[src/rtl/ata_tf_pkg.sv]
package ata_tf_pkg;
  localparam logic [7:0] OP_IDENTIFY = 8'hEC;
  localparam logic [7:0] OP_FLUSH    = 8'hE7;
  localparam logic [7:0] OP_RD_DMA   = 8'hC8;
  localparam logic [7:0] OP_WR_DMA   = 8'hCA;

  localparam logic [2:0] OFS_DATA  = 3'd0;
  localparam logic [2:0] OFS_COUNT = 3'd2;
  localparam logic [2:0] OFS_LBA0  = 3'd3;
  localparam logic [2:0] OFS_LBA1  = 3'd4;
  localparam logic [2:0] OFS_LBA2  = 3'd5;
  localparam logic [2:0] OFS_DEV   = 3'd6;
  localparam logic [2:0] OFS_CMD   = 3'd7;

  typedef enum logic [1:0] {
    SQ_IDLE  = 2'd0,
    SQ_PIO   = 2'd1,
    SQ_FLUSH = 2'd2,
    SQ_XFER  = 2'd3
  } seq_state_t;
endpackage

[src/rtl/ata_tf_regs.sv]
module ata_tf_regs (
  input  logic       clk,
  input  logic       rst_n,
  input  logic       wr,
  input  logic [2:0] addr,
  input  logic [7:0] wdata,
  input  logic       busy,
  output logic [7:0] count,
  output logic [7:0] lba0,
  output logic [7:0] lba1,
  output logic [7:0] lba2,
  output logic [7:0] dev
);
  import ata_tf_pkg::*;

  logic [7:0] count_n, lba0_n, lba1_n, lba2_n, dev_n;
  logic       wr_ok;

  assign wr_ok = wr && !busy;

  always_comb begin
    count_n = count;
    lba0_n  = lba0;
    lba1_n  = lba1;
    lba2_n  = lba2;
    dev_n   = dev;
    if (wr_ok) begin
      case (addr)
        OFS_COUNT: count_n = wdata;
        OFS_LBA0:  lba0_n  = wdata;
        OFS_LBA1:  lba1_n  = wdata;
        OFS_LBA2:  lba2_n  = wdata;
        OFS_DEV:   dev_n   = wdata;
        default:   ;
      endcase
    end
  end

  always_ff @(posedge clk or negedge rst_n) begin
    if (!rst_n) begin
      count <= '0;
      lba0  <= '0;
      lba1  <= '0;
      lba2  <= '0;
      dev   <= '0;
    end else begin
      count <= count_n;
      lba0  <= lba0_n;
      lba1  <= lba1_n;
      lba2  <= lba2_n;
      dev   <= dev_n;
    end
  end


  regs_hold_busy_chk: assert property (@(posedge clk) disable iff (!rst_n)
    (busy && wr) |=> ($stable(lba0) && $stable(lba1) && $stable(lba2) && $stable(count)));
endmodule

[src/rtl/ata_tf_idrom.sv]
module ata_tf_idrom #(
  parameter int          WORDS  = 256,
  parameter logic [159:0] SERIAL = "TF0000000000SN000042",
  parameter logic [63:0]  REV    = "REV-0001",
  localparam int         IW     = $clog2(WORDS)
) (
  input  logic [IW-1:0] idx,
  output logic [15:0]   word
);
  localparam int SER_LO = 10;
  localparam int SER_HI = SER_LO + 9;
  localparam int REV_LO = 23;
  localparam int REV_HI = REV_LO + 3;
  localparam int CACHE_WORD = 85;

  int unsigned i;

  always_comb begin
    i    = 32'(idx);
    word = 16'h0000;
    if (i >= SER_LO && i <= SER_HI)
      word = SERIAL[159 - 16*(i - SER_LO) -: 16];
    else if (i >= REV_LO && i <= REV_HI)
      word = REV[63 - 16*(i - REV_LO) -: 16];
    else if (i == CACHE_WORD)
      word = 16'h0020;
  end
endmodule

[src/rtl/ata_tf_seq.sv]
module ata_tf_seq #(
  parameter int  WORDS = 256,
  localparam int IW    = $clog2(WORDS)
) (
  input  logic                    clk,
  input  logic                    rst_n,
  input  logic                    cmd_wr,
  input  logic [7:0]              cmd,
  input  logic                    stat_rd,
  input  logic                    data_rd,
  input  logic                    flush_done,
  input  logic                    xfer_done,
  output ata_tf_pkg::seq_state_t  state,
  output logic [IW-1:0]           idx,
  output logic                    err,
  output logic                    irq,
  output logic                    to_host
);
  import ata_tf_pkg::*;

  localparam logic [IW-1:0] LAST = IW'(WORDS - 1);

  seq_state_t    state_n;
  logic [IW-1:0] idx_n;
  logic          err_n, irq_set, to_host_n, busy;

  assign busy = (state == SQ_FLUSH) || (state == SQ_XFER);

  always_comb begin
    state_n   = state;
    idx_n     = idx;
    err_n     = err;
    to_host_n = to_host;
    irq_set   = 1'b0;
    case (state)
      SQ_FLUSH: if (flush_done) begin
        state_n = SQ_IDLE;
        irq_set = 1'b1;
      end
      SQ_XFER: if (xfer_done) begin
        state_n = SQ_IDLE;
        irq_set = 1'b1;
      end
      default: begin
        if (cmd_wr) begin
          err_n = 1'b0;
          case (cmd)
            OP_IDENTIFY: begin
              state_n = SQ_PIO;
              idx_n   = '0;
              irq_set = 1'b1;
            end
            OP_FLUSH: state_n = SQ_FLUSH;
            OP_RD_DMA, OP_WR_DMA: begin
              state_n   = SQ_XFER;
              to_host_n = (cmd == OP_RD_DMA);
            end
            default: begin
              state_n = SQ_IDLE;
              err_n   = 1'b1;
              irq_set = 1'b1;
            end
          endcase
        end else if (state == SQ_PIO && data_rd) begin
          if (idx == LAST) state_n = SQ_IDLE;
          else             idx_n   = idx + 1'b1;
        end
      end
    endcase
  end

  always_ff @(posedge clk or negedge rst_n) begin
    if (!rst_n) begin
      state   <= SQ_IDLE;
      idx     <= '0;
      err     <= 1'b0;
      irq     <= 1'b0;
      to_host <= 1'b0;
    end else begin
      state   <= state_n;
      idx     <= idx_n;
      err     <= err_n;
      to_host <= to_host_n;
      if (irq_set)      irq <= 1'b1;
      else if (stat_rd) irq <= 1'b0;
    end
  end


  cmd_ignored_busy_chk: assert property (@(posedge clk) disable iff (!rst_n)
    (busy && cmd_wr && !flush_done && !xfer_done) |=> $stable(state));

  irq_ack_chk: assert property (@(posedge clk) disable iff (!rst_n)
    (stat_rd && !cmd_wr && !flush_done && !xfer_done) |=> !irq);

  flush_waits_chk: assert property (@(posedge clk) disable iff (!rst_n)
    (state == SQ_FLUSH && !flush_done) |=> (state == SQ_FLUSH));

  pio_end_chk: assert property (@(posedge clk) disable iff (!rst_n)
    (state == SQ_PIO && data_rd && !cmd_wr && idx == LAST) |=> (state == SQ_IDLE));
endmodule

[src/rtl/ata_taskfile_ctrl.sv]
module ata_taskfile_ctrl #(
  parameter int           ID_WORDS  = 256,
  parameter logic [159:0] ID_SERIAL = "TF0000000000SN000042",
  parameter logic [63:0]  ID_REV    = "REV-0001"
) (
  input  logic        clk,
  input  logic        rst_n,
  input  logic [2:0]  tf_addr,
  input  logic        tf_wr,
  input  logic        tf_rd,
  input  logic [7:0]  tf_wdata,
  output logic [15:0] tf_rdata,
  input  logic        flush_done,
  output logic        xfer_req,
  output logic        xfer_to_host,
  output logic [23:0] xfer_lba,
  output logic [7:0]  xfer_count,
  input  logic        xfer_done,
  output logic        intrq
);
  import ata_tf_pkg::*;

  localparam int IW = $clog2(ID_WORDS);

  logic [1:0]    rst_sync;
  logic          rst_in_n;
  seq_state_t    state;
  logic [IW-1:0] idx;
  logic          err, busy, drq;
  logic [7:0]    count, lba0, lba1, lba2, dev, status;
  logic [15:0]   id_word;

  always_ff @(posedge clk or negedge rst_n) begin
    if (!rst_n) rst_sync <= 2'b00;
    else        rst_sync <= {rst_sync[0], 1'b1};
  end
  assign rst_in_n = rst_sync[1];

  assign busy   = (state == SQ_FLUSH) || (state == SQ_XFER);
  assign drq    = (state == SQ_PIO);
  assign status = {busy, 1'b1, 1'b0, 1'b0, drq, 2'b00, err};

  ata_tf_regs u_regs (
    .clk(clk), .rst_n(rst_in_n), .wr(tf_wr), .addr(tf_addr),
    .wdata(tf_wdata), .busy(busy), .count(count),
    .lba0(lba0), .lba1(lba1), .lba2(lba2), .dev(dev)
  );

  ata_tf_idrom #(.WORDS(ID_WORDS), .SERIAL(ID_SERIAL), .REV(ID_REV)) u_idrom (
    .idx(idx), .word(id_word)
  );

  ata_tf_seq #(.WORDS(ID_WORDS)) u_seq (
    .clk(clk), .rst_n(rst_in_n),
    .cmd_wr(tf_wr && tf_addr == OFS_CMD), .cmd(tf_wdata),
    .stat_rd(tf_rd && tf_addr == OFS_CMD),
    .data_rd(tf_rd && tf_addr == OFS_DATA),
    .flush_done(flush_done), .xfer_done(xfer_done),
    .state(state), .idx(idx), .err(err), .irq(intrq), .to_host(xfer_to_host)
  );

  always_comb begin
    case (tf_addr)
      OFS_DATA:  tf_rdata = drq ? id_word : 16'h0000;
      OFS_COUNT: tf_rdata = {8'h00, count};
      OFS_LBA0:  tf_rdata = {8'h00, lba0};
      OFS_LBA1:  tf_rdata = {8'h00, lba1};
      OFS_LBA2:  tf_rdata = {8'h00, lba2};
      OFS_DEV:   tf_rdata = {8'h00, dev};
      OFS_CMD:   tf_rdata = {8'h00, status};
      default:   tf_rdata = 16'h0000;
    endcase
  end

  assign xfer_req   = (state == SQ_XFER);
  assign xfer_lba   = {lba2, lba1, lba0};
  assign xfer_count = count;


  xfer_args_stable_chk: assert property (@(posedge clk) disable iff (!rst_in_n)
    (xfer_req && $past(xfer_req)) |-> ($stable(xfer_lba) && $stable(xfer_count)));

  xfer_busy_chk: assert property (@(posedge clk) disable iff (!rst_in_n)
    xfer_req |-> status[7]);
endmodule

[config.mk]
export PLATFORM = sky130hd
export DESIGN_NAME = ata_taskfile_ctrl
export DESIGN_NICKNAME = d
export VERILOG_FILES = /design/src/rtl/ata_tf_pkg.sv /design/src/rtl/ata_tf_regs.sv /design/src/rtl/ata_tf_idrom.sv /design/src/rtl/ata_tf_seq.sv /design/src/rtl/ata_taskfile_ctrl.sv
export SDC_FILE = /design/constraint.sdc
export NUM_CORES = 1
export LEC_CHECK = 0
export ABC_CLOCK_PERIOD_IN_PS = 2600
export BUFFER_PORTS_ARGS = -buffer_cell sky130_fd_sc_hd__buf_2
export CAP_MARGIN = 5
export CORE_AREA = 2 2 122 124
export CTS_CLUSTER_DIAMETER = 120
export DETAILED_ROUTE_END_ITERATION = 10
export DIE_AREA = 0 0 124 126
export PLACE_DENSITY = 0.4
export SYNTH_ARGS = -nofsm -noshare
export SYNTH_HDL_FRONTEND = slang
export SYNTH_SLANG_ARGS = --single-unit
[constraint.sdc]
create_clock -name clk -period 2.6 [get_ports clk]
set_input_delay 0 -clock clk [delete_from_list [all_inputs] [get_ports clk]]
set_output_delay 0 -clock clk [all_outputs]
set_load 0.02 [all_outputs]
# After elaboration in Yosys (flattened, before gate mapping)
# Cells that the tools add are included.
totals:
  elab_cells: 93
  latch_bits: 0
  reg_bits: 55
  memories: 0
  romBits: 0
  output_inout_bits: 51
  ram_bits: 0
op_classes:
  n_eq_ne: 19
  div: 0
  bitwise_logic: 1
  mux: 24
  reduce_logical: 27
  n_shift: 2
  n_addsub: 5
  order_cmp: 4
  multipliers: 0
op_table:
  columns: ["cell", "count"]
  rows:
  - ["$shiftx A175 B33 Y16 const A", 1]
  - ["$pmux W16 S7", 1]
  - ["$shiftx A79 B33 Y16 const A", 1]
  - ["$mux W16", 3]
  - ["$eq A8 B8 Y1 const B", 5]
  - ["$mux W8", 4]
  - ["$sub A6 B32 Y32 const A", 1]
  - ["$sub A8 B32 Y32 const A", 1]
  - ["$le A8 B5 Y1 const B", 2]
  - ["$eq A3 B3 Y1 const B", 4]
  - ["$reduce_and A2 Y1", 6]
  - ["$mux W2", 5]
  - ["$sub A8 B4 Y9 const B", 1]
  - ["$sub A8 B5 Y9 const B", 1]
  - ["$add A8 B1 Y8 const B", 1]
  - ["$eq A8 B7 Y1 const B", 1]
  - ["$ge A8 B4 Y1 const B", 1]
  - ["$ge A8 B5 Y1 const B", 1]
  - ["$reduce_and A4 Y1", 2]
  - ["$reduce_bool A4 Y1", 2]
  - ["$logic_and A1 B1 Y1", 7]
  - ["$mux W1", 7]
  - ["$eq A3 B2 Y1 const B", 2]
  - ["$mux W6", 1]
  - ["other kinds (16)", 21]

# Longest topological paths before layout
# Gate-level depths: netlist of the first run.
logic_depth:
  depth_word: 7
  mapped_depth: 10
  mapped_depth_nobuf: 10

# Cells and area by module
# From an unflattened synthesis of the first run, not the netlist that was laid out.
hier_totals:
  cells_unflattened: 347
  hier_area_um2: 3691.0
by_module_without_submodules:
  columns: ["mod", "seq_area_each_um2", "n_inst", "cells_each", "area_each_um2"]
  rows:
  - ["ata_tf_regs", 1001.0, 1, 89, 1570.3]
  - ["ata_tf_seq", 325.3, 1, 84, 789.5]
  - ["ata_taskfile_ctrl", 50.0, 1, 83, 686.9]
  - ["ata_tf_idrom", 0.0, 1, 91, 644.4]

# Worst setup path after synthesis of the first run
# No wires, ideal clock.
synth_timing:
  path_kind: "flip-flop to output port"
  start: "register u_seq.idx[1]"
  end: "output port tf_rdata[4]"
  path_buffers: 1
  arrival_time_ns: 2.731
  path_stages_with_launch: 9
  path_slack_ns: -0.131
  t_required_ns: 2.600
  cell_sequence: "dfrtp_1 -> ha_1 -> clkbuf_1 -> xnor2_1 -> ha_1 -> a2111o_1 -> nor4_2 -> a21oi_1 -> o31ai_1"
synth_via:
  elab_chain_cells: 7
  elab_cells_between_ends: 16
  cone_classes: "4 x add/sub; 4 x order compare; 2 x shift; 4 x mux; 2 x reduce/logical"
synth_lines:
  columns: ["item", "line", "text"]
  rows:
  - ["start: declaration", "ata_tf_seq.sv:14", "output logic [IW-1:0] idx,"]
  - ["start signal: assignment", "ata_tf_seq.sv:81", "idx <= idx_n;"]
  - ["$sub A8 B5 Y9", "ata_tf_idrom.sv:24", "word = REV[63 - 16*(i - REV_LO) -: 16];"]
  - ["$sub A6 B32 Y32", "ata_tf_idrom.sv:24", null]
  - ["$shiftx A79 B33 Y16", "ata_tf_idrom.sv:24", null]
  - ["$mux W16", "ata_tf_idrom.sv:23", "else if (i >= REV_LO && i <= REV_HI)"]
  - ["$mux W16 *", "ata_tf_idrom.sv:21", "if (i >= SER_LO && i <= SER_HI)"]
  - ["$mux W16 *", "ata_taskfile_ctrl.sv:64", "OFS_DATA: tf_rdata = drq ? id_word : 16'h0000;"]
  - ["$pmux W16 S7 *", "ata_taskfile_ctrl.sv:63", "case (tf_addr)"]
  - ["end: declaration", "ata_taskfile_ctrl.sv:12", "output logic [15:0] tf_rdata,"]
# Mark *: on every way between the ends. The rest lies on a longest branch, timed or not.

# Final worst setup path of the first run
layout_timing:
  start: "register u_seq.idx[2]"
  end: "output port tf_rdata[5]"
# Same word-level chain as after synthesis.

==> results of run 1 <==
## cells in the mapped netlist, types with 4 or more instances
cell type | number | area [um2]
a21o_1 | 4 | 30.03
a21oi_1 | 18 | 90.09
a221oi_1 | 5 | 43.79
a22o_1 | 4 | 35.03
a31oi_1 | 4 | 25.02
buf_2 | 4 | 20.02
clkbuf_1 | 6 | 22.52
dfrtp_1 | 55 | 1376
ha_1 | 13 | 162.7
inv_1 | 8 | 30.03
mux2_2 | 48 | 540.5
nand2_1 | 25 | 93.84
nand4_1 | 7 | 43.79
nor2_1 | 22 | 82.58
nor3_1 | 11 | 55.05
o21ai_0 | 13 | 65.06
o31ai_1 | 8 | 60.06
or3_1 | 5 | 31.28
xnor2_1 | 10 | 87.58
## cell families after synthesis
| group | Yosys count | share of synthesized area, % |
|---|---|---|
| adders and majority gates | 13 | 4.636 |
| AOI/OAI and AO/OA | 82 | 16.26 |
| DFF | 55 | 39.23 |
| xor gates and xnor gates | 12 | 2.996 |
| and+or+nand+nor | 100 | 16.05 |
| muxes | 51 | 16.26 |
| other | 2 | 0.2141 |
| buffers and inverters | 28 | 4.351 |
## layer usage
metal	up-vias	global-route usage [%]	part of all wire, %
met5	-	0	0
met4	0	2.776	0.85
met3	11	2.582	4.0
met2	58	24.76	49
met1	1549	20.20	46
li1	1474	-	-
## power breakdown
group / internal (uW) / leakage (uW) / switching, uW / total, uW
registers: 1020 / 0.000674 / 127 / 1150
clock network: 357 / 0.0000679 / 302 / 659
logic: 799 / 0.00130 / 983 / 1780
## worst min path at each step
stage / startpoint / to / depth (start not counted)
2_1_floorplan: rst_n / rst_sync[0]$_DFF_PN0_ / 0
3_3_place_gp: rst_n / rst_sync[0]$_DFF_PN0_ / 1
3_5_place_dp: rst_n / rst_sync[0]$_DFF_PN0_ / 1
4_1_cts: rst_n / rst_sync[0]$_DFF_PN0_ / 2
5_1_grt: rst_n / rst_sync[0]$_DFF_PN0_ / 2
6_report: rst_n / rst_sync[1]$_DFF_PN0_ / 2
## metrics by stage
| step | utilization, % | setup TNS, ps | power [uW] |
|---|---|---|---|
| 6_report | 33.02 | -891.5 | 3592 |
| 5_1_grt | 33.02 | -2765 | 3833 |
| 4_1_cts | 31.98 | -1283 | 3516 |
| 3_5_place_dp | 29.16 | -74.49 | 2616 |
| 3_3_place_gp | 29.16 | -155.5 | 2606 |
| 2_1_floorplan | - | 0 | 2104 |
## what timing repair did
item / 4_1_cts / 5_1_grt
pin swaps: 16 / 7
gates cloned: 0 / 0
hold buffers: 1 / 0
hold endpoints to repair: 2 / 0
setup endpoints to repair: 13 / 13
buffers inserted: 13 / 5
gates resized for setup: 37 / 27
## registers in the layout (all words and copies together), names as in the netlist
signal	cells
u_seq.to_host	1
rst_sync	2
u_seq.idx	8
u_regs.lba2	8
u_regs.count	8
u_regs.lba0	8
u_seq.irq	1
u_regs.dev	8
u_seq.err	1
u_regs.lba1	8
u_seq.state	2
## cell type report
| class | instances | area, um2 | share of cell area (%) |
|---|---|---|---|
| multi-input cells | 261 | 2212 | 46.80 |
| clock inverters | 1 | 5.005 | 0.1059 |
| clock buffers | 7 | 132.6 | 2.806 |
| well taps | 184 | 230.2 | 4.870 |
| flip-flops and latches | 55 | 1379 | 29.17 |
| inverters | 10 | 45.04 | 0.9529 |
| repair buffers | 111 | 723.2 | 15.30 |
==> metrics, run 1 <==
status finished with violations; failing checks negative setup slack; Max FO, Critical Path 5; Crit path arrival time 2750 ps; Critical Path RT 2600 ps; CP bufs+invs 5; First-pass DRT Iterations 4; cell breakdown of the critical path buf_6 > inv_4 > buf_4 > ha_2 > o21a_1 > o31a_1 > nor2_2 > a311oi_2 > buf_4 > o31ai_2 > buf_4; chip width 124 um; Synth async-reset ratio 100.0%; Crit-path slowest cell o31a_1; core area 14310 um2; Cell Pwr Density 760.0 nW/um2; EDFF count, synth 0; prevailing post-synth register cell dfrtp_1; CTS sink cnt 55; Ys Warns 0; vias in the first global route 3210; Hold Slack 11.18 ps; Detailed Place HPWL 8.212 mm; register-to-register path setup slack 350 ps; Worst-path clk slew 70 ps; Tcrit/Tclk final 105.9%; H-tree levels 2; Final Hold Fails 0; Setup crit end tf_rdata[5]; IO Port Bufs 65; grt ovf 0; drt via density 4.916; commonest non-fill, non-tap cell in the layout buf_2; setup slack at placement -38.62 ps; min cycle time layout 2753 ps; RSZ-0062 raised after global routing true; Non-Filler Instances 629; fin worst setup slack -152.7 ps; nets@finish 474; most frequent cells in the layout buf_2, dfrtp_1, buf_4; HP Class input pin to async pin; first-pass GRT wire length 17.98 mm; syn avg cell area 10.23 um2; most frequent CP cell buf_4; routed wire length 11.17 mm; CP top delay family compound AO/OA/AOI/OAI gates; Clock Tree Buf Depth 2; CP Launch Type flip-flop; Worst Setup SP u_seq.idx[2]$_DFFE_PN0P_; Final Max Tran Viols 0; Levels on crit path 11; DRT antenna net count 0; FILL cells 1518; mapped cell area 3508 um2; initial antenna violation count 0; dpl cell area 4174 um2; gr usage total 14.83%; Die Y-Extent 126 um; Yosys cell types 66; Mapped Cells 343; ant diodes 0; clock latency at the later pin of the worst-skew pair 290 ps; wire length per cell 17.76 um; IO Count 68; leakage 0.002038 uW; area delta synth->final 34.74%; gpl congestion 0.8031; number of placed instances, taps included 602; Worst IR Drop VDD 309.6 uV; worst reg2reg startpoint u_seq.idx[1]$_DFFE_PN0P_; flops & latches, synth 55; CTS root buffer clkbuf_16; initial drt markers 146; pin count of the biggest net entering global routing 54; fin area 4727 um2; r2r endpoint u_seq.idx[2]$_DFFE_PN0P_; die area 15620 um2; final setup vio count 10; R2R depth 7; Std-Cell Rows 44; number of max-cap violations 0; CTS Buf Count 5; DRC viols 0; critical path class flip-flop to output pin; Slew Limit Headroom 53.53%; fmax 363.3 MHz; layout cells sized above 1 49.44%; skew final 8.490 ps; DR vias 3092; slowest stage delay, CP 400 ps; sequential fraction of the synthesis area 39.23%; CTS tree done; Initial Util 24.51%; CP Capture Type output pin; slew at the pin closest to its max-slew limit 697.0 ps
No activity file was read; power rests on OpenSTA's default activity.
==> run 2: changes to the inputs <==
Settings changed: ABC_CLOCK_PERIOD_IN_PS 2600 to 2300, PLACE_DENSITY 0.4 to 0.41, SKIP_LAST_GASP set to 1.
Clock period 2.6 ns to 2.3 ns, I/O delays scaled along.
==> run 2 against run 1 <==
- utilization increased by 4.5 points
- the flow still finishes with violations (negative setup slack)
- cell count up 5.2%
- first-iteration DRC count is 17% higher
- clock power rose by 36%
- via count increased by 3.8%
==> metrics, run 2 (synthesis results as in run 1) <==
area delta synth->final 53.21%; Hold Slack 22.11 ps (+10.94 ps); nets@finish 507 (+7.0%); DRT antenna net count 0 (unchanged); Slew Limit Headroom 58.40% (+4.9 points); setup TNS after final layout -3925 ps (-3033 ps); R2R depth 9 (+2); initial antenna violation count 0 (unchanged); routed wire length 11.66 mm (+4.4%); layout cells sized above 1 58.58% (+9.1 points); clock latency at the later pin of the worst-skew pair 300 ps (about the same); First-pass DRT Iterations 4 (unchanged); met2 WL 5.895 mm (+7.1%); CP top delay family compound AO/OA/AOI/OAI gates; chip width 124 um (unchanged); wire length per cell 17.61 um (-0.82%); CP bufs+invs 1 (-4); initial drt markers 171 (+17%); die area 15620 um2 (unchanged); H-tree levels 2 (unchanged); DR vias 3209 (+3.8%); DRC viols 0 (unchanged); most frequent cells in the layout buf_4, buf_2, dfrtp_1; slowest stage delay, CP 510 ps (+110 ps); Final Hold Fails 0 (unchanged); dpl cell area 4574 um2 (+9.6%); Cell Pwr Density 887.9 nW/um2 (+17%); pin count of the biggest net entering global routing 34 (-37%); skew final 7.532 ps (-0.9583 ps); Crit-path slowest cell or4_4; fin area 5375 um2 (+14%); first-pass GRT wire length 18.07 mm (+0.50%); worst min-delay path startpoint tf_wdata[7]; min cycle time layout 2740 ps; worst hold stages 2; fmax 364.9 MHz; drt via density 4.847 (-1.4%); Worst IR Drop VDD 419.7 uV (+36%); number of max-cap violations 0 (unchanged); CTS sink cnt 55 (unchanged); Final Max Tran Viols 0 (unchanged); gr usage total 15.08% (+0.25 points); core area 14310 um2 (unchanged); Worst-path clk slew 70 ps (about the same); setup slack at placement -221.3 ps (-182.7 ps); IO Port Bufs 65 (unchanged); top sig layer met4; cell breakdown of the critical path ha_4 > nand2_4 > xnor2_2 > ha_1 > a2111o_1 > or4_4 > o22ai_4 > a31oi_2 > o31ai_4 > buf_6; Initial Util 24.51% (unchanged); Clock Tree Buf Depth 2 (unchanged); fin worst setup slack -440.3 ps (-287.6 ps); leakage 0.002270 uW (+11%); WHS Endpoint u_regs.lba2[7]$_DFFE_PN0P_; worst reg2reg startpoint u_seq.idx[2]$_DFFE_PN0P_; RSZ-0062 raised after global routing true; CTS root buffer clkbuf_16; final setup vio count 13 (+3); Max FO, Critical Path 5 (unchanged); CTS Buf Count 5 (unchanged); gpl congestion 0.8086 (+0.68%); HP Class input pin to flip-flop; r2r endpoint u_seq.idx[1]$_DFFE_PN0P_; Die Y-Extent 126 um (unchanged); CP Capture Type output pin; Worst Setup SP u_seq.idx[2]$_DFFE_PN0P_; failing checks negative setup slack; Std-Cell Rows 44 (unchanged); slew at the pin closest to its max-slew limit 618.3 ps (-78.68 ps); IO Count 68 (unchanged); status finished with violations; commonest non-fill, non-tap cell in the layout buf_4; grt ovf 0 (unchanged); Tcrit/Tclk final 119.1%; register-to-register path setup slack 130 ps (-220 ps); Detailed Place HPWL 8.597 mm (+4.7%); ant diodes 0 (unchanged); met3 WL 351 um (-21%); Critical Path RT 2300 ps (-300 ps); vias in the first global route 3257 (+1.5%); CTS tree done; Crit path arrival time 2740 ps (about the same); Post-Route M1 WL 5.251 mm (+2.5%); critical path class flip-flop to output pin; CP Launch Type flip-flop
==> run 2: timing repair <==
| action | 4_1_cts | 5_1_grt |
|---|---|---|
| endpoints found under the setup margin | 18 | 20 |
| hold endpoints to repair | 2 | 0 |
| pin swaps | 18 | 20 |
| buffers inserted | 13 | 6 |
| hold buffers | 2 | 0 |
| gates resized for setup | 64 | 39 |
| cloned | 1 | 0 |
==> run 2: power breakdown <==
part / internal, uW / switching, uW
Clock: 542 / 353
Sequential: 1160 / 198
Combinational: 1210 / 1300
==> run 2: layout make-up <==
type / instances / area [um2]
clock buffers: 6 / 138.9
multi-input cells: 262 / 2511
well taps: 184 / 230.2
clock inverters: 2 / 35.03
flip-flops and latches: 55 / 1383
fillers: 1465 / 8939
inverters: 10 / 42.54
repair buffers: 143 / 1035
==> run 2: metal layers <==
layer	up-vias	GRT usage, %
li1	1542	-
met1	1592	20.37
met2	64	25.47
met3	11	2.129
met4	0	3.371
met5	-	0
==> run 2: worst register-to-register path, stage by stage (launching register included) <==
cell	delay, ps
dfrtp_2	470
buf_6	150
ha_4	150
buf_4	120
buf_4	130
and4_4	190
a311oi_2	260
a21oi_2	60
or2_1	320
o31ai_1	240
==> run 2: worst max-delay path by stage <==
| stage | to | slack [ps] | cells after the start |
|---|---|---|---|
| floorplan | tf_rdata[3] | -60 | 9 |
| global placement | tf_rdata[6] | -190 | 10 |
| detailed placement | tf_rdata[6] | -220 | 10 |
| CTS | tf_rdata[6] | -450 | 10 |
| global route | tf_rdata[6] | -550 | 10 |
| finish | tf_rdata[6] | -440 | 10 |
==> run 2: through the flow <==
| step | total power, uW | utilization (%) | instances |
|---|---|---|---|
| finish | 4773 | 37.55 | 662 |
| global route | 5064 | 37.55 | 662 |
| CTS | 4561 | 35.89 | 657 |
| detailed placement | 3345 | 31.96 | 634 |
| global placement | 3335 | 31.96 | 634 |
| floorplan | 2507 | - | 344 |
==> run 3: changes to the inputs <==
Settings changed: ABC_CLOCK_PERIOD_IN_PS 2300 to 2250.
Clock period 2.3 ns to 2.25 ns, I/O delays scaled along.
==> run 3 against run 2 <==
- the run still ends with negative setup slack left
- wire length shrank 0.67%
- total power down 2.6%
- register-to-register slack got worse by 30 ps
- flip-flop and latch count stayed put
- non-clock buffer count is 10 lower
- clock-buffer cell count did not move
- worst hold slack gained 4.2 ps
- cell count shrank 1.5%
- via count decreased by 0.53%
==> metrics, run 3 (synthesis results as in run 1) <==
IO Port Bufs 65 (unchanged); wire length per cell 17.76 um (+0.85%); grt ovf 0 (unchanged); leakage 0.002207 uW (-2.8%); Slew Limit Headroom 27.18% (-31 points); Final Hold Fails 0 (unchanged); Non-Filler Instances 652 (-1.5%); met2 WL 5.879 mm (-0.27%); min cycle time layout 2800 ps; layout cells sized above 1 54.49% (-4.1 points); Crit-path slowest cell or4_4; top sig layer met4; fin worst setup slack -549.7 ps (-109.4 ps); Worst-path clk slew 70 ps (about the same); r2r endpoint u_seq.idx[5]$_DFFE_PN0P_; Max FO, Critical Path 5 (unchanged); clock latency at the later pin of the worst-skew pair 300 ps (about the same); Final Max Tran Viols 0 (unchanged); Crit path arrival time 2800 ps (+60 ps); core area 14310 um2 (unchanged); Std-Cell Rows 44 (unchanged); final setup vio count 13 (unchanged); area delta synth->final 48.36%; skew final 3.580 ps (-3.952 ps); nets@finish 497 (-2.0%); IO Count 68 (unchanged); pin count of the biggest net entering global routing 37 (+8.8%); status finished with violations; worst reg2reg startpoint u_seq.idx[2]$_DFFE_PN0P_; gpl congestion 0.8004 (-1.0%); critical path class flip-flop to output pin; failing checks negative setup slack; drt via density 4.896 (+1.0%); H-tree levels 2 (unchanged); register-to-register path setup slack 100 ps (-30 ps); cell breakdown of the critical path ha_4 > nand2_4 > xnor2_2 > ha_1 > a2111o_1 > or4_4 > o22ai_4 > a31oi_4 > o31ai_4 > buf_6; worst min-delay path startpoint tf_wdata[4]; Worst IR Drop VDD 406.2 uV (-3.2%); initial antenna violation count 0 (unchanged); CTS root buffer clkbuf_16; CP Capture Type output pin; most frequent cells in the layout buf_4, buf_2, dfrtp_1; fmax 357.2 MHz; HP Class input pin to flip-flop; DRC viols 0 (unchanged); worst hold stages 2 (unchanged); DRT antenna net count 0 (unchanged); slowest stage delay, CP 510 ps (about the same); Initial Util 24.51% (unchanged); die area 15620 um2 (unchanged); vias in the first global route 3358 (+3.1%); CTS tree done; routed wire length 11.58 mm (-0.67%); R2R depth 10 (+1); ant diodes 0 (unchanged); FILL cells 1441 (-1.6%); Clock Tree Buf Depth 2 (unchanged); initial drt markers 149 (-13%); slew at the pin closest to its max-slew limit 1090 ps (+471.7 ps); WHS Endpoint u_regs.lba1[4]$_DFFE_PN0P_; number of max-cap violations 0 (unchanged); Detailed Place HPWL 8.658 mm (+0.71%); Critical Path RT 2250 ps (-50 ps); CTS sink cnt 55 (unchanged); Cell Pwr Density 893.1 nW/um2 (+0.58%); CP Launch Type flip-flop; first-pass GRT wire length 18.65 mm (+3.2%); gr usage total 15.29% (+0.21 points); chip width 124 um (unchanged); RSZ-0062 raised after global routing true; DR vias 3192 (-0.53%); final core utilization 36.36% (-1.2 points); number of placed instances, taps included 634 (unchanged); Post-Route M1 WL 5.145 mm (-2.0%); Tcrit/Tclk final 124.4%; met3 WL 384 um (+9.4%); commonest non-fill, non-tap cell in the layout buf_4; CTS Buf Count 5 (unchanged); First-pass DRT Iterations 4 (unchanged); Die Y-Extent 126 um (unchanged)
[run 3: layer usage]
layer	vias up	track usage, %
li1	1525	-
met1	1598	20.15
met2	57	26.37
met3	12	2.174
met4	0	3.437
met5	-	0
[run 3: through the flow]
stage          total power, uW  setup slack [ps]  hold WS [ps]  area (um2)  TNS, ps
2_1_floorplan             2582            -112.8        -295.6        3684   -343.1
3_3_place_gp              3473            -243.5        -214.7        4586    -1975
3_5_place_dp              3485            -312.3        -213.1        4586    -2351
4_1_cts                   4594            -540.0         24.62        5052    -6238
5_1_grt                   4923            -657.5         33.32        5205    -7240
6_report                  4649            -549.7         26.30        5205    -5739
[run 3: worst max path at each step]
| stage | from | end | slack (ps) | cells past startpoint |
|---|---|---|---|---|
| final | u_seq.idx[1]$_DFFE_PN0P_ | tf_rdata[6] | -550 | 10 |
| after detailed placement | u_seq.idx[1]$_DFFE_PN0P_ | tf_rdata[6] | -310 | 10 |
| after CTS | u_seq.idx[1]$_DFFE_PN0P_ | tf_rdata[3] | -540 | 10 |
| after global placement | u_seq.idx[2]$_DFFE_PN0P_ | tf_rdata[4] | -240 | 10 |
| after global routing | u_seq.idx[2]$_DFFE_PN0P_ | tf_rdata[6] | -660 | 11 |
| after floorplan | u_seq.idx[1]$_DFFE_PN0P_ | tf_rdata[3] | -110 | 9 |
[run 3: worst max-delay path: cells and delay by family (launching register included)]
family          cells  cell delay [ps]
xor+xnor            1              140
buf+inv             1              160
fa+ha+maj           2              460
simple gates        2              560
compound gates      4              740
flops               1              450
[run 3: what timing repair did]
item,in CTS,in global routing
endpoints found under the hold margin,2,0
gates resized for setup,49,31
pin swaps,10,12
cloned,1,0
setup endpoints to repair,19,20
buffers inserted,8,2
hold buffers,2,0
[run 3: final cells by class]
class                      instances  area, um2  share of cell area, %
multi-input combinational        262       2434                  46.75
sequential                        55       1381                  26.54
timing repair buffer             133      943.4                  18.13
tap                              184      230.2                  4.423
clock buffer                       6      138.9                  2.668
inverter                          10      42.54                 0.8173
clock inverter                     2      35.03                 0.6731
[run 3: power breakdown]
group | switching [uW] | internal [uW]
Clock | 368 | 555
Sequential | 190 | 1190
Combinational | 1260 | 1080
